File: src/rtl/lpm_ctrl.sv
module lpm_ctrl #(
  parameter int N_IRQ          = 8,
  parameter int N_EXT          = 2,
  parameter int SETTLE_CYC     = 2048,
  parameter int RST_SETTLE_CYC = 1250000
) (
  input  logic             clk,
  input  logic             rst_n,
  input  logic             idle_req,
  input  logic             pd_req,
  input  logic [N_IRQ-1:0] irq_pend,
  input  logic [N_IRQ-1:0] irq_en,
  input  logic [N_EXT-1:0] ext_level,
  output logic             osc_en,
  output logic             cpu_clk_en,
  output logic             periph_clk_en,
  output logic             wake,
  output logic [1:0]       mode
);

  localparam int MAXC = (SETTLE_CYC > RST_SETTLE_CYC) ? SETTLE_CYC : RST_SETTLE_CYC;
  localparam int CW   = $clog2(MAXC + 1);
  localparam logic [CW-1:0] PD_LOAD  = CW'(SETTLE_CYC - 1);
  localparam logic [CW-1:0] RST_LOAD = CW'(RST_SETTLE_CYC - 1);

  typedef enum logic [1:0] {S_RUN = 2'd0, S_IDLE = 2'd1, S_PD = 2'd2, S_SET = 2'd3} state_t;

  state_t        state;
  logic [CW-1:0] cnt;
  logic          from_pd, wake_q, pd_off, pend_pd, pend_idle;

  logic idle_ok, pd_ok, pd_clr_n, want_pd, want_idle, go_pd, go_idle;

  assign idle_ok   = |(irq_pend & irq_en);
  assign pd_ok     = |(irq_pend[N_EXT-1:0] & irq_en[N_EXT-1:0] & ext_level);
  assign pd_clr_n  = rst_n & ~pd_ok;
  assign want_pd   = pd_req | pend_pd;
  assign want_idle = idle_req | pend_idle;
  assign go_pd     = (state == S_RUN) && want_pd;
  assign go_idle   = (state == S_RUN) && !want_pd && want_idle;

  // Oscillator-off flag: released asynchronously by a qualifying wake line.
  always_ff @(posedge clk or negedge pd_clr_n) begin
    if (!pd_clr_n)  pd_off <= 1'b0;
    else if (go_pd) pd_off <= 1'b1;
  end

  always_ff @(posedge clk or negedge rst_n) begin
    if (!rst_n) begin
      pend_pd   <= 1'b0;
      pend_idle <= 1'b0;
    end else if (go_pd || go_idle) begin
      pend_pd   <= 1'b0;
      pend_idle <= 1'b0;
    end else begin
      if (pd_req)   pend_pd   <= 1'b1;
      if (idle_req) pend_idle <= 1'b1;
    end
  end

  always_ff @(posedge clk or negedge rst_n) begin
    if (!rst_n) begin
      state   <= S_SET;
      cnt     <= RST_LOAD;
      from_pd <= 1'b0;
      wake_q  <= 1'b0;
    end else begin
      wake_q <= 1'b0;
      unique case (state)
        S_RUN: begin
          if (go_pd)        state <= S_PD;
          else if (go_idle) state <= S_IDLE;
        end
        S_IDLE: begin
          if (idle_ok) begin
            state  <= S_RUN;
            wake_q <= 1'b1;
          end
        end
        S_PD: begin
          if (!pd_off) begin
            state   <= S_SET;
            cnt     <= PD_LOAD;
            from_pd <= 1'b1;
          end
        end
        S_SET: begin
          if (cnt == '0) begin
            state   <= S_RUN;
            wake_q  <= from_pd;
            from_pd <= 1'b0;
          end else begin
            cnt <= cnt - 1'b1;
          end
        end
        default: state <= S_SET;
      endcase
    end
  end

  assign osc_en        = ~pd_off;
  assign cpu_clk_en    = (state == S_RUN);
  assign periph_clk_en = (state == S_RUN) || (state == S_IDLE);
  assign wake          = wake_q;
  assign mode          = state;

endmodule

File: config.mk
export PLATFORM = sky130hd
export DESIGN_NAME = lpm_ctrl
export DESIGN_NICKNAME = d
export VERILOG_FILES = /design/src/rtl/lpm_ctrl.sv
export SDC_FILE = /design/constraint.sdc
export NUM_CORES = 1
export LEC_CHECK = 0
export CAP_MARGIN = 20
export CORE_MARGIN = 1.5
export CORE_UTILIZATION = 52
export CTS_CLUSTER_DIAMETER = 80
export DETAILED_ROUTE_END_ITERATION = 12
export PLACE_DENSITY = 0.79
export RECOVER_POWER = 50
export SYNTH_ARGS = -nofsm -noshare
export SYNTH_HDL_FRONTEND = slang
export SYNTH_SLANG_ARGS = --single-unit
File: constraint.sdc
create_clock -name clk -period 2.2 [get_ports clk]
set_input_delay 0.66 -clock clk [delete_from_list [all_inputs] [get_ports clk]]
set_output_delay 0.66 -clock clk [all_outputs]
set_load 0.01 [all_outputs]
-- Word-level counts from Yosys, hierarchy flattened
Cells that the tools add are included.
- $add $sub $neg: 1
- equality and inequality tests: 8
- muxes and demuxes: 19
- bitwise operators: 8
- reductions and logical operators: 16
- operator list (cell ; count):
    21-bit two-way mux ; 2
    21-bit one-hot mux with 2 select lines ; 1
    21-bit zero test ; 1
    21-bit by 1-bit subtractor with 21-bit output (second input constant) ; 1
    2-bit two-way mux ; 5
    8-bit AND ; 1
    1-bit two-way mux ; 8
    2-bit inequality test (second input constant) ; 4
    2-bit one-hot mux with 4 select lines ; 1
    8-bit OR reduction ; 1
    3-bit AND reduction ; 2
    2-bit nonzero test ; 3
    2-bit AND ; 2
    2-bit equality test (second input constant) ; 2
    1-bit one-hot mux with 2 select lines ; 2
    4-bit AND reduction ; 1
    1-bit logical AND ; 3
    3-bit by 1-bit inequality test with 1-bit output (second input constant) ; 1
    2-bit by 1-bit equality test with 1-bit output (second input constant) ; 1
    2-bit zero test ; 1
    1-bit logical OR ; 2
    1-bit inverter ; 2
    1-bit bitwise OR ; 2
    2-bit OR reduction ; 1
    other kinds (2) ; 2
- register bits: 28
- input bits: 22
- output and inout bits: 6
- word-level logic and storage cells: 59

-- Logic depth before layout (Yosys ltp)
Gate-level depths: netlist of the first run.
- word-level depth: 7
- gate-level depth with buffers: 8
- mapped depth without buffers: 7

-- Least setup slack after synthesis of the first run
No wires, ideal clock.
- path type: register -> register
- start point: register state[1], in the netlist mode[1]
- end point: register cnt[17]
- library setup time: 0.075 ns
- arrival: 1.884 ns
- data required time: 2.125 ns
- slack: 0.242 ns
- cell stages (with the launch flop): 7
- path buffers: 1
- period minus slack after synthesis: 1.958 ns
- path through: dfstp_2 -> clkbuf_1 -> nand2_1 -> nor2_4 -> nand4_2 -> or4_1 -> mux2i_1
- longest elaborated chain between the ends: 3
- elaborated cells on any way between the ends: 7
- those cells by class: 4 x eq/ne; 1 x mux; 2 x reduce/logical
- RTL lines (what ; line ; text):
    from (decl) ; 28 ; state_t state;
    from (signal assigned) ; 63 ; state <= S_SET;
    from (signal assigned) ; 71 ; if (go_pd) state <= S_PD;
    from (signal assigned) ; 72 ; else if (go_idle) state <= S_IDLE;
    2-bit equality test ; 69 ; unique case (state)
    2-bit inequality test (no line) / 2-bit nonzero test (equally long branches) ; -- ;
    3-bit AND reduction (no line) ; -- ;
    to (signal assigned) ; 93 ; cnt <= cnt - 1'b1;
    to (decl) ; 29 ; logic [CW-1:0] cnt;
Parallel ways exist; a longest one is shown, timed or not.
A chain may end at the register's enable or synchronous reset.

-- Worst setup path in the final report of the first run
- start point: register state[1], in the netlist mode[1]
- end point: output mode[1]
- RTL lines (what ; line ; text):
    to (decl) ; 18 ; output logic [1:0] mode
No word-level cell between the ends.

==> results of run 1 <==
-- per-layer routing --
layer | share of wire, % | global-route usage [%]
met2 | 49 | 37.9
met3 | 4.1 | 2.64
met1 | 46 | 34.9
met4 | 1.2 | 10.6
met5 | 0 | 0
-- Yosys cell counts (all sizes together) (3+ instances only) --
cell type   n  area, um^2
nor2       20        85.1
nand2      17        63.8
dfrtp      15         375
dfstp      13         342
nor4       10        75.1
o21ai       8        40.0
nand4       7        56.3
inv         6        22.5
or3         6        37.5
xor2        6        52.6
clkbuf      5        18.8
or4         5        41.3
and2        4        25.0
nand3       4        20.0
nor3        4        20.0
o311ai      4        35.0
mux2i       3        30.0
o211ai      3        22.5
o31ai       3        22.5
or2         3        18.8
-- registers in the layout, indices dropped and copies added (netlist names) --
register / count
cnt: 21
wake: 1
pend_pd: 1
from_pd: 1
pend_idle: 1
mode: 2
pd_off: 1
-- worst min-delay path, cell delays in order (launching register included) --
cell and delay (ns):
sky130_fd_sc_hd__dfrtp_1 0.35, sky130_fd_sc_hd__nor2_1 0.05, sky130_fd_sc_hd__nor2_1 0.08
-- power by group --
| group | switching [mW] | internal (mW) | leakage (nW) |
|---|---|---|---|
| logic | 0.412 | 0.330 | 0.481 |
| registers | 0.213 | 0.748 | 0.323 |
| clock network | 0.149 | 0.101 | 0.0210 |
| total | 0.773 | 1.18 | 0.824 |
-- kinds of logic (layout without fill, tap and decap cells) --
logic type,after synthesis,count (layout),synth area share [%]
AO/OA/AOI/OAI,32,32,14.2
XOR/XNOR,6,6,3.28
adder cells (fa/ha/maj),2,2,1.56
buffers and inverters,12,45,2.81
flip-flops,28,28,44.8
multiplexers,4,4,2.58
AND/OR/NAND/NOR,87,87,30.8
-- layout make-up --
cell class / instances / area, um^2
clock buffer: 4 / 36.3
multi-input combinational: 131 / 841
fill: 210 / 843
timing repair buffer: 35 / 330
tap: 31 / 38.8
inverter: 6 / 22.5
sequential: 28 / 717
-- what timing repair did --
item	CTS	global route
hold endpoints to repair	0	0
buffers inserted	3	0
pin swaps	0	0
endpoints found under the setup margin	4	2
resized for setup	0	2
hold buffers	0	0
-- through the flow --
step / TNS, ns / hold slack [ns] / instances / setup WS (ns)
floorplan: 0 / 0.364 / 171 / 0.242
global placement: 0 / 0.466 / 228 / 0.223
finish: 0 / 0.510 / 235 / 0.0446
global route: -0.00500 / 0.519 / 235 / -0.00500
CTS: 0 / 0.505 / 235 / 0.0390
detailed placement: 0 / 0.473 / 228 / 0.178
-- worst paths after layout --
path	start	to	slack [ns]
max in group asynchronous	rst_n	cnt[14]	0.88
min in group asynchronous	ext_level[0]	pd_off	0.55
worst min register to register	pend_idle	pend_idle	0.51
worst min-delay path	pend_idle	pend_idle	0.51
worst max register to register	cnt[0]	cnt[17]	0.15
worst max-delay path	mode[1]	mode[1]	0.04
==> summary by stage, run 1 <==
Global route
The number of antenna violations at the first check in global routing is 0. The via count of the first global-routing pass came to about 1.5k. For this run, the total global-route usage over all layers was measured as about a quarter. The first-pass GRT wire length is ~6.4 mm. Entering global routing, the biggest net connects 28 pins. The sum of overflow across all layers after global routing is 0.

Synthesis
After synthesis the cells add up to around 0.0016 mm^2. Synthesis produced a netlist with a net count of about 200. The sequential fraction of the synthesis area is 44.8%. The synthesized instance count is 171. The mean instance size in the synthesized netlist is between 9 and 10 um^2. For this run, asynchronously set or reset flops after synthesis account for between 90% and 100%.

In the synthesized netlist the dominant register cell turns out to be sky130_fd_sc_hd__dfrtp_1. The synthesized netlist contains 46 unique library cells. The number of synthesized flops with an enable pin is 0.

The post-synthesis sequential element count is 28. During synthesis, Yosys emitted a total of 0 warnings.

Timing
For the pin with the worst max-slew slack, the measured transition is a little under 0.8 ns. The number of max-slew violations in the final report was 0. Setup violations remaining at the end of the flow were counted as 0. The largest clock skew in the final design is between 0.01 and 0.015 ns. The final hold violation count is 0. The final critical path takes up between 90% and 100% of the cycle. Setup repair after global routing could not meet its margin everywhere. Based on the critical path, the design can be clocked at up to roughly 0.46 GHz. The post-route minimum period is ~2.2 ns. The worst slew margin relative to its limit is 48.1%.

Setup path
By startpoint and endpoint, the worst setup path is classified as flop to primary output. The worst stage delay on the critical path is about 0.6 ns. The kind of cell with the highest combined delay on the critical path is flip-flops. STA puts the critical path data required time at ~1.5 ns. In this run the number of cells on the critical path is 1.

The endpoint arrival time on the critical path is approximately 1.5 ns. The highest fanout seen on the critical path is 6. The worst setup path is launched from a flop. The signal on the critical path passes through clkdlybuf4s50_1. The total buffers and inverters traversed by the critical path is 1. The slowest stage of the critical path belongs to the cell sky130_fd_sc_hd__dfstp_2. The capturing element type of the critical path is a primary output. The worst reg2reg path depth is 7.

Drt
After detailed routing, the number of vias per cell comes to 6.11. In the routed design, unresolved DRC markers number 0. The detailed router finished its first iteration with 65 violations.

The count of nets left with antenna violations once routing finished came out at 0. The final wirelength is approximately 3.7 mm. The vias after detailed routing is about 1.4k.

The first detailed-routing pass ran for 4 iterations. The wire length per cell after detailed routing is about 16 um.

Clock tree
Clock tree synthesis found a total of 28 sinks. CTS built an H-tree with a depth of 1. The source-to-sink clock delay at the later pin of the worst-skew pair is between 0.3 and 0.4 ns. The clock tree from TritonCTS is built. The total CTS buffers is 3. The tree is rooted in a sky130_fd_sc_hd__clkbuf_4. In this run the deepest clock path goes through 2 buffers. Clock-pin slew was measured on the worst setup and hold paths at approximately 0.15 ns.

Pwr
Overall power consumption after layout is estimated at approximately 2.0 mW. The power per unit of standard cell area is 983 mW/mm^2. The maximum vdd drop is 0.721 mV. The analysis attributes to cell leakage a power of approximately 0.82 nW.

Job
Max-cap violations in this run came to 0.

Die
The starting utilization of the core area is a little under three fifths. The area of the core is around 0.0028 mm^2. The die is roughly 58 um wide.

The number of I/O pins is 28. The floorplan step defined a die boundary enclosing approximately 0.0034 mm^2. The floorplan has 19 rows. The vertical extent of the die is ~58 um.

Final layout
The post-route netlist has between 15 and 20% of its cells at a drive strength greater than 1. The library cell used most frequently in the layout, excluding fill and tap cells, is sky130_fd_sc_hd__clkdlybuf4s50_1. The number of antenna repair diodes is 0. Cells fill 70.2% of the core in the end. The final layout contains approximately 230 nets. With fillers left out, the area of the finished cells amounts to ~0.0020 mm^2. The library cells used most frequently in the layout, excluding fill and tap cells, are sky130_fd_sc_hd__clkdlybuf4s50_1, sky130_fd_sc_hd__nand2_1, sky130_fd_sc_hd__nor2_1, sky130_fd_sc_hd__dfrtp_1, sky130_fd_sc_hd__dfstp_2. Compared with the post-synthesis result, the final layout area differs by 24.1%.

Placed design
The estimated wirelength of the detail-placed design is 2.82 mm. Routability-driven placement finished with a final weighted congestion of about 0.9. The number of port buffers is 27. The post-place instance area is a little under 0.002 mm^2.

Worst hold path
The path class of the tightest hold or removal check is flop to flop. The number of cells on the worst hold path is 2.

Outcome
The flow ran to the end, and the final reports show no timing, DRC or antenna violations.
Power figures use the tool's default switching activity.
==> inputs of run 2 (changes only) <==
--- a/config.mk
+++ b/config.mk
@@ -10,7 +10,7 @@
 export CORE_UTILIZATION = 52
 export CTS_CLUSTER_DIAMETER = 80
 export DETAILED_ROUTE_END_ITERATION = 12
-export PLACE_DENSITY = 0.79
+export PLACE_DENSITY = 0.75
 export RECOVER_POWER = 50
 export SYNTH_ARGS = -nofsm -noshare
 export SYNTH_HDL_FRONTEND = slang
==> run 2 against run 1 <==
Non-clock buffer count is 4 higher. Clock-buffer cell count stayed put. Cell count is 1.7% higher. Critical path type unchanged. Critical endpoint is now periph_clk_en. Largest power group unchanged.
==> summary by stage, run 2 (synthesis gave the netlist of run 1 again) <==
Timing
The largest clock skew in the final design was 0.0109 ns (+0.000802 ns). The final hold violation count is 0 (unchanged). Setup repair after global routing left no endpoint under its margin. The setup TNS after final layout is 0 ns (unchanged). The slew at the pin with the worst max-slew slack is 0.799 ns (+0.0290 ns). The number of setup violations in the final report is 0 (unchanged). The share of the clock period used by the worst path was 96.6% (-1.3 points).

The highest achievable clock rate is 0.470 GHz (+1.4%). The post-route minimum period is 2.13 ns (-0.0294 ns). The number of max-slew violations in the final report is 0 (unchanged).

The worst slew margin relative to its limit is 46.7% (-1.4 points).

Drt
The wire length per cell after detailed routing came to 15.6 um (+0.16%). The count of routing violations after the opening detailed-route iteration is 63 (-3.1%). The number of design rule violations left after detail routing is 0 (unchanged). The final wirelength is 3.72 mm (+1.9%).

The average vias per placed instance is 6.15 (+0.65%). The number of nets with antenna violations after detailed routing was 0 (unchanged). The number of iterations in the first detailed-routing pass was 4 (unchanged). The vias after detailed routing is 1470 (+2.4%).

Worst hold path
The number of cells on the worst hold path was 2 (unchanged). The min-delay analysis places its worst path in the category flop to flop. In this run the most critical hold path is launched from pend_idle. The endpoint with the worst hold slack is pend_idle.

Clock tree
The number of buffers inserted for hold repair after clock tree synthesis was 0 (unchanged). The cell sitting at the root of the clock tree is a sky130_fd_sc_hd__clkbuf_4. The clock edge transition at the registers on the reported setup and hold paths was 0.13 ns (-0.02 ns).

The total CTS buffers is 3 (unchanged). The number of sinks handled by clock tree synthesis is 28 (unchanged). The source-to-sink clock delay at the later pin of the worst-skew pair was 0.32 ns (about the same). The clock tree buffer depth is 2 (unchanged). The maximum level of the CTS H-tree was 1 (unchanged).

The clock tree from TritonCTS is built.

Global route
The sum of overflow across all layers after global routing is 0 (unchanged). The maximum number of pins on one net before global-route repair is 16 (-43%). The first-pass GRT wire length is 6.38 mm (-0.44%). The number of antenna violations at the first check in global routing is 0 (unchanged). The aggregate global-route resource usage is 24.4% (-0.047 points). The via count of the first global-routing pass came to 1424 (-2.3%).

Final layout
Leaving out fill and tap cells, the most frequent cell in the layout is sky130_fd_sc_hd__clkdlybuf4s50_1. The number of antenna repair diodes is 0 (unchanged). The number of flip-flops in the largest register came to 21 (unchanged). Leaving out fill and tap cells, the most frequent cells in the layout are sky130_fd_sc_hd__clkdlybuf4s50_1, sky130_fd_sc_hd__nor2_1, sky130_fd_sc_hd__nand2_1, sky130_fd_sc_hd__dfrtp_1, sky130_fd_sc_hd__dfstp_2. The post-route non-filler standard cell count came to 239 (+1.7%). The number of nets in the finished design is 233 (+1.7%). The share of final-layout standard cells stronger than drive strength 1 was 16.8% (-0.33 points). Ranked by flip-flop count, first place goes to cnt.

The area added between synthesis and finish is 24.9%.

Pwr
The maximum vdd drop came to 0.676 mV (-6.3%). The leakage power figure came to 0.831 nW (+0.87%). The total internal power is 1.16 mW (-1.8%).

The power per unit of standard cell area is 970 mW/mm^2 (-1.3%). The net switching power is 0.780 mW (+0.92%). The switching power as a share of total power is 40.2% (+0.65 points). The share of total power in combinational logic is 39.6% (+1.6 points).

The sequential share of power is 49.4% (+0.2 points). The clock power share is 11.0% (-1.8 points).

Setup path
The kind of start point of the critical path is a flop. The required time of the critical path came to 1.54 ns (about the same). The worst reg2reg path depth is 5 (-2). The highest fanout seen on the critical path is 5 (-1).

The kind of critical path is flop to primary output. The worst stage delay on the critical path was 0.59 ns (-0.02 ns). In this run the critical register-to-register path is captured at cnt[17]. The worst setup path is captured at a primary output.

The worst register-to-register path begins at cnt[5]. The endpoint arrival time on the critical path came to 1.47 ns (-0.03 ns). The slowest stage of the critical path belongs to the cell sky130_fd_sc_hd__dfstp_2. The signal on the critical path passes through inv_1, clkdlybuf4s50_1. The worst-case register-to-register setup slack is 0.16 ns (about the same).

Die
The number of cell rows is 19 (unchanged). The die footprint came to 0.00342 mm^2 (unchanged). The vertical extent of the die is 58.5 um (unchanged).

The die span in x was 58.5 um (unchanged). The number of I/O pins is 28 (unchanged). The starting utilization of the core area was 56.6% (unchanged). The area of the core is 0.00283 mm^2 (unchanged).

Placed design
The estimated wirelength of the detail-placed design is 2.86 mm (+1.6%). The number of port buffers is 27 (unchanged). The placer's final routability congestion estimate came to 0.893 (+0.54%). The number of cells in the design after placement is 231 (+1.3%).

Outcome
The flow ran to the end, and the final reports show no timing, DRC or antenna violations.

Job
The count of max-cap constraint violations was 0 (unchanged).
## run 2: changes by cell type in the layout (fill, tap and decap cells not counted), sizes merged
cell,before,now
clkbuf,5,6
buf,7,10
dlygate4sd3,4,3
clkdlybuf4s50,22,23
## run 2: routing by layer
layer  wire length (um)  vias up  GRT usage, %
met1               1750      708          33.9
met4                 27        0          6.31
met3                176        4          3.30
met5                  0        -             0
met2               1760       39          40.4
li1                   -      719             -
## run 2: how the worst max path moves through the flow
stage                     to         from  cells past startpoint
2_1_floorplan        cnt[17]      mode[1]                      6
3_3_place_gp          cnt[8]       cnt[7]                      5
3_5_place_dp         mode[0]  irq_pend[0]                      6
4_1_cts           cpu_clk_en      mode[1]                      2
5_1_grt        periph_clk_en      mode[1]                      2
6_report       periph_clk_en      mode[1]                      2
## run 2: repair_timing
action / CTS / global route
gates resized for setup: 0 / 1
cloned: 0 / 0
setup endpoints to repair: 4 / 1
buffers inserted: 4 / 0
## run 2: final cells by class
| class | count | area, um^2 |
|---|---|---|
| multi-input combinational | 131 | 838 |
| fill | 218 | 831 |
| sequential | 28 | 717 |
| timing repair buffer | 39 | 355 |
| tap | 31 | 38.8 |
| clock buffer | 4 | 26.3 |
| inverter | 6 | 22.5 |
## run 2: worst max-delay path: cells and delay by family (launching register included)
family	cells	cell delay, ns
buf+inv	2	0.56
flops	1	0.59
## run 2: power groups by stage
stage          registers, mW  clock network (mW)  logic (mW)
2_1_floorplan          0.910                   0       0.558
3_3_place_gp           0.960                   0       0.714
3_5_place_dp           0.972                   0       0.740
4_1_cts                0.953               0.225       0.768
5_1_grt                0.990               0.240       0.863
6_report               0.958               0.213       0.768
## run 2: metrics by stage
step,power [mW],hold slack [ns],setup slack (ns),cell area (um^2),utilization [%]
detailed placement,1.71,0.486,0.178,1950,68.8
finish,1.94,0.508,0.0739,2000,70.6
CTS,1.95,0.518,0.0459,2000,70.8
global placement,1.67,0.472,0.213,1950,68.8
floorplan,1.47,0.364,0.242,1600,-
global route,2.09,0.553,0.00795,2000,70.6
